===== config.mk =====
export PLATFORM = sky130hd
export DESIGN_NAME = wbuf_dual_bank
export DESIGN_NICKNAME = d
export VERILOG_FILES = /design/src/rtl/wbuf_pkg.sv /design/src/rtl/wbuf_load_ctrl.sv /design/src/rtl/wbuf_bank.sv /design/src/rtl/wbuf_dual_bank.sv
export SDC_FILE = /design/constraint.sdc
export NUM_CORES = 1
export LEC_CHECK = 0
export ABC_AREA = 1
export BUFFER_PORTS_ARGS = -buffer_cell sky130_fd_sc_hd__buf_2
export CAP_MARGIN = 25
export CORE_UTILIZATION = 31
export CTS_CLUSTER_DIAMETER = 200
export DETAILED_ROUTE_END_ITERATION = 10
export PLACE_DENSITY_LB_ADDON = 0.25
export SLEW_MARGIN = 25
export SYNTH_ARGS = -nofsm -noshare
export SYNTH_HDL_FRONTEND = slang
export SYNTH_SLANG_ARGS = --single-unit
export TNS_END_PERCENT = 10

===== constraint.sdc =====
create_clock -name clk -period 1.5 [get_ports clk]
set_input_delay 0.225 -clock clk [delete_from_list [all_inputs] [get_ports clk]]
set_output_delay 0.225 -clock clk [all_outputs]
set_load 0.02 [all_outputs]

===== src/rtl/wbuf_pkg.sv =====
package wbuf_pkg;

    localparam int NUM_SETS = 2;
    localparam int NUM_COLS = 2;

    typedef enum logic {
        COL_ONE = 1'b0,
        COL_TWO = 1'b1
    } col_e;

    typedef enum logic [1:0] {
        LD_IDLE,
        LD_SET0,
        LD_SET1,
        LD_CLASH
    } ld_e;

    typedef struct packed {
        logic valid;
        logic set;
        col_e col;
    } beat_t;

    function automatic ld_e decode_ld(input logic en_a, input logic en_b);
        case ({en_a, en_b})
            2'b10:   return LD_SET0;
            2'b01:   return LD_SET1;
            2'b11:   return LD_CLASH;
            default: return LD_IDLE;
        endcase
    endfunction

endpackage


===== src/rtl/wbuf_load_ctrl.sv =====
module wbuf_load_ctrl
    import wbuf_pkg::*;
(
    input  logic  clk,
    input  logic  rst,
    input  logic  en_a,
    input  logic  en_b,
    output beat_t beat,
    output logic  clash
);

    ld_e  mode;
    logic prev_valid;
    logic prev_set;
    col_e ptr_q;
    logic continuing;

    always_comb begin
        mode       = decode_ld(en_a, en_b);
        clash      = (mode == LD_CLASH);
        beat.valid = (mode == LD_SET0) || (mode == LD_SET1);
        beat.set   = (mode == LD_SET1);
        continuing = prev_valid && (prev_set == beat.set);
        beat.col   = continuing ? ptr_q : COL_TWO;
    end

    always_ff @(posedge clk) begin
        if (rst) begin
            prev_valid <= 1'b0;
            prev_set   <= 1'b0;
            ptr_q      <= COL_TWO;
        end else begin
            prev_valid <= beat.valid;
            prev_set   <= beat.set;
            ptr_q      <= beat.valid ? col_e'(~beat.col) : COL_TWO;
        end
    end

endmodule


===== src/rtl/wbuf_bank.sv =====
module wbuf_bank
    import wbuf_pkg::*;
#(
    parameter int W_WIDTH = 80,
    parameter int E_WIDTH = 8
) (
    input  logic                              clk,
    input  logic                              rst,
    input  logic                              wr_en,
    input  col_e                              wr_col,
    input  logic [W_WIDTH-1:0]                wt_in,
    input  logic [E_WIDTH-1:0]                exp_in,
    input  logic                              release_i,
    output logic [NUM_COLS-1:0][W_WIDTH-1:0]  wt_o,
    output logic [NUM_COLS-1:0][E_WIDTH-1:0]  exp_o,
    output logic                              full_o
);

    logic [NUM_COLS-1:0] written;

    for (genvar c = 0; c < NUM_COLS; c++) begin : g_col
        always_ff @(posedge clk) begin
            if (rst) begin
                wt_o[c]  <= '0;
                exp_o[c] <= '0;
            end else if (wr_en && (int'(wr_col) == c)) begin
                wt_o[c]  <= wt_in;
                exp_o[c] <= exp_in;
            end
        end
    end

    always_ff @(posedge clk) begin
        if (rst) begin
            written <= '0;
        end else if (wr_en) begin
            if (wr_col == COL_TWO) begin
                written <= 2'b10;
            end else begin
                written <= written | 2'b01;
            end
        end else if (release_i) begin
            written <= '0;
        end
    end

    assign full_o = &written;

endmodule


===== src/rtl/wbuf_dual_bank.sv =====
module wbuf_dual_bank
    import wbuf_pkg::*;
#(
    parameter int W_WIDTH = 80,
    parameter int E_WIDTH = 8
) (
    input  logic               clk,
    input  logic               rst,
    input  logic               ld_first,
    input  logic               ld_second,
    input  logic               bank_sel,
    input  logic [W_WIDTH-1:0] wt_in,
    input  logic [E_WIDTH-1:0] exp_in,
    output logic [W_WIDTH-1:0] act_wt_c1,
    output logic [W_WIDTH-1:0] act_wt_c2,
    output logic [E_WIDTH-1:0] act_exp_c1,
    output logic [E_WIDTH-1:0] act_exp_c2,
    output logic               compute_ok,
    output logic               load_err,
    output logic [1:0]         set_full
);

    beat_t beat;
    logic  sel_q;

    logic [NUM_SETS-1:0][NUM_COLS-1:0][W_WIDTH-1:0] slot_wt;
    logic [NUM_SETS-1:0][NUM_COLS-1:0][E_WIDTH-1:0] slot_exp;

    wbuf_load_ctrl u_ctrl (
        .clk   (clk),
        .rst   (rst),
        .en_a  (ld_first),
        .en_b  (ld_second),
        .beat  (beat),
        .clash (load_err)
    );

    always_ff @(posedge clk) begin
        if (rst) begin
            sel_q <= 1'b0;
        end else begin
            sel_q <= bank_sel;
        end
    end

    for (genvar s = 0; s < NUM_SETS; s++) begin : g_set
        logic wr_here;
        logic rel_here;

        assign wr_here  = beat.valid && (beat.set == s[0]);
        assign rel_here = (sel_q == s[0]) && (bank_sel != s[0]);

        wbuf_bank #(
            .W_WIDTH (W_WIDTH),
            .E_WIDTH (E_WIDTH)
        ) u_bank (
            .clk       (clk),
            .rst       (rst),
            .wr_en     (wr_here),
            .wr_col    (beat.col),
            .wt_in     (wt_in),
            .exp_in    (exp_in),
            .release_i (rel_here),
            .wt_o      (slot_wt[s]),
            .exp_o     (slot_exp[s]),
            .full_o    (set_full[s])
        );
    end

    always_comb begin
        act_wt_c1  = slot_wt[bank_sel][COL_ONE];
        act_wt_c2  = slot_wt[bank_sel][COL_TWO];
        act_exp_c1 = slot_exp[bank_sel][COL_ONE];
        act_exp_c2 = slot_exp[bank_sel][COL_TWO];
        compute_ok = !(ld_first || ld_second);
    end

endmodule


==> run summary <==
status -> complete, but fails checks
failing checks -> setup timing
routed length per instance -> 14.7 um
sw frac -> 0.273
layout cell share with drive strength beyond 1 -> 0.230
sequential element share of the synthesized area -> 0.413
via/cell ratio -> 4.60
CTS root buffer -> clkbuf_16
Post-DRT Antenna Nets -> 0
Ant. Diodes -> 0
CTS H-Tree Depth -> 2
clock power share -> 0.436
startpoint types -> register
Tmin final -> 1530 ps
fin. max-slew vios -> 0
f_max -> 652 MHz
final wirelength -> 56300 um
I/O Pins -> 273
Max-Cap Viols -> 0
Peak VDD IR -> 0.000783 V
clock sink count -> 360
r2r startpoint -> u_ctrl.prev_valid
Chip Width -> 239 um
ratio of final minimum period to clock period -> 1.02
die height -> 239 um
r2r setup slk -> 80 ps
Clk Latency, worst-skew pair -> 570 ps
Clk pin slew, worst setup/hold paths -> 60 ps
Setup crit end -> act_wt_c2[40]
Core Footprint -> 55300 sq um
Seq cells post-synth -> 360
Comb power frac -> 0.155
fin cells -> 3837
initial DRC count -> 1137
Min Hold Slack -> 118 ps
row cnt -> 86
final net count -> 3151
gr usage total -> 0.194
1st-pass router iterations -> 8
synth-to-layout area growth -> 39.4%
Syn Nets -> 2839
Hold Fails Final Rpt -> 0
Worst EP arrival -> 1310 ps
DRC -> 0
clk buf depth -> 3
HP Class -> primary input to register
Area contributors post-synth -> dfxtp_1 (41%), nand2_1 (15%), inv_1 (9.5%)
power density over the cells -> 1010 nW/um^2
Initial Util -> 0.315
cts bufs inserted -> 44
GP Congestion -> 0.776
post-route setup slack -> -33.2 ps
die area -> 57200 sq um
Yosys top cell area share -> 0.413
number of global-route vias before repair -> 16300
Setup Crit Path Kind -> register to output pin
Crit Reg-Reg Endpoint -> g_set[0].u_bank.wt_o[53]
Pwr Total -> 0.0247 W
RSZ-0062 raised after global routing -> true
WP data required -> 1270 ps
Reg2Reg Depth -> 8
Slew HR -> 0.635
Yosys warnings -> 0
CTS tree -> built
Post-Syn Area -> 17400 sq um
port buffer count -> 272
Int Power -> 0.0179 W
crit end category -> output pin
first-pass GRT wire length -> 89400 um
Synth Area per Inst -> 6.36 sq um
Net Switching -> 0.00673 W
sequential share of power -> 0.410
dpl ws -> -101 ps
# fillers -> 5799
worst-margin pin slew -> 548 ps
placed insts -> 3662
Post-Synthesis Cells -> 2742
CP startpoint -> g_set[1].u_bank.wt_o[120]
largest net degree at the start of global routing -> 96
Yosys cell types -> 21
final setup vio count -> 2
placed wire-length estimate -> 36600 um
total number of vias -> 17600
Pleak -> 11.2 nW
initial antenna violation count -> 0
Final Skew -> 16.3 ps
Overflow after GRT -> 0
leading area contributor after synthesis -> dfxtp_1
crit path max fanout -> 2
[power by group through the flow]
stage / Clock, W / Sequential [W] / Combinational (W)
final: 0.0107 / 0.0101 / 0.00382
after global routing: 0.0114 / 0.0101 / 0.00422
after CTS: 0.0111 / 0.0101 / 0.00372
after detailed placement: 0 / 0.0103 / 0.00321
after global placement: 0 / 0.0103 / 0.00321
after floorplan: 0 / 0.0102 / 0.00195
[cells by family after synthesis]
kind of cell	count (synthesis)	synth area share
DFF	360	0.413
AOI/OAI and AO/OA	358	0.103
and+or+nand+nor	1344	0.329
adders and majority gates	4	0.00287
buffers and inverters	676	0.151
[synth_stat cells]
cell and number:
nor2_1 269, nand2_2 1, clkbuf_1 114, inv_2 11, nand2_1 716, inv_1 440, nand2_4 1, buf_4 4
ha_1 4, o21ai_2 1, nand3_2 3, o21ai_0 177, buf_2 63, nor2_4 1, nand3_1 177, buf_1 42
buf_6 1, clkinv_1 1, dfxtp_1 360, nand4_1 176, a21oi_1 180
[layout make-up]
cell class / instances / area, sq um / share of cell area
Clock inverter: 16 / 168 / 0.00690
Inverter: 452 / 1710 / 0.0705
Timing Repair Buffer: 490 / 4670 / 0.192
Sequential cell: 360 / 7280 / 0.300
Clock buffer: 65 / 1280 / 0.0527
Multi-Input combinational cell: 1706 / 8250 / 0.339
Tap cell: 748 / 936 / 0.0385
[cell usage in the layout (no fill, tap or decap), types with 54 or more instances in the layout]
cell type	n
nand2_1	707
inv_1	401
dfxtp_1	305
nor2_1	269
nand3_1	177
a21oi_1	177
nand4_1	176
buf_4	149
buf_2	110
o21ai_2	95
dlygate4sd3_1	88
buf_6	85
o21ai_1	60
buf_12	57
dfxtp_2	54
[registers in the layout, indices dropped and copies added (netlist names)]
name,cells
u_ctrl.prev_valid,1
g_set.u_bank.exp_o,32
g_set.u_bank.wt_o,320
u_ctrl.prev_set,1
u_ctrl.ptr_q,1
sel_q,1
g_set.u_bank.written,4
[worst min path at each step]
stage               slack [ps]  depth (start not counted)                startpoint                       end
floorplan                  390                          2                 exp_in[0]  g_set[1].u_bank.exp_o[0]
CTS                         90                          4                       rst  g_set[0].u_bank.wt_o[18]
detailed placement         450                          2  g_set[1].u_bank.wt_o[70]  g_set[1].u_bank.wt_o[70]
global route               120                          4                       rst  g_set[0].u_bank.wt_o[84]
finish                     120                          4                       rst  g_set[0].u_bank.wt_o[21]
global placement           450                          2  g_set[1].u_bank.wt_o[40]  g_set[1].u_bank.wt_o[40]
[stage by stage]
step                      TNS (ps)   util  cell area, sq um
after CTS                     -621  0.429             23700
after floorplan                  0      -             17400
after detailed placement    -13760  0.371             20500
after global placement      -10720  0.371             20500
after global routing         -1570  0.439             24300
final                        -34.9  0.439             24300
[routing by layer]
metal / vias up / share of wire / global-route usage
met5: - / 0 / 0
met4: 0 / 0.026 / 0.0637
met3: 87 / 0.043 / 0.0304
met2: 386 / 0.47 / 0.315
met1: 7968 / 0.46 / 0.262
li1: 9198 / - / -
[critical path: stages (launching register included)]
cell	delay (ps)
dfxtp_2	320
inv_2	30
o21ai_1	120
buf_4	150
buf_6	110
[what timing repair did]
action	CTS	global route
hold buffers	88	0
pin swaps	42	33
hold endpoints to repair	99	0
setup buffers	1	6
gates cloned	0	1
resized for setup	432	224
setup endpoints to repair	157	233
Note: power is estimated with default switching activity, not from simulation.
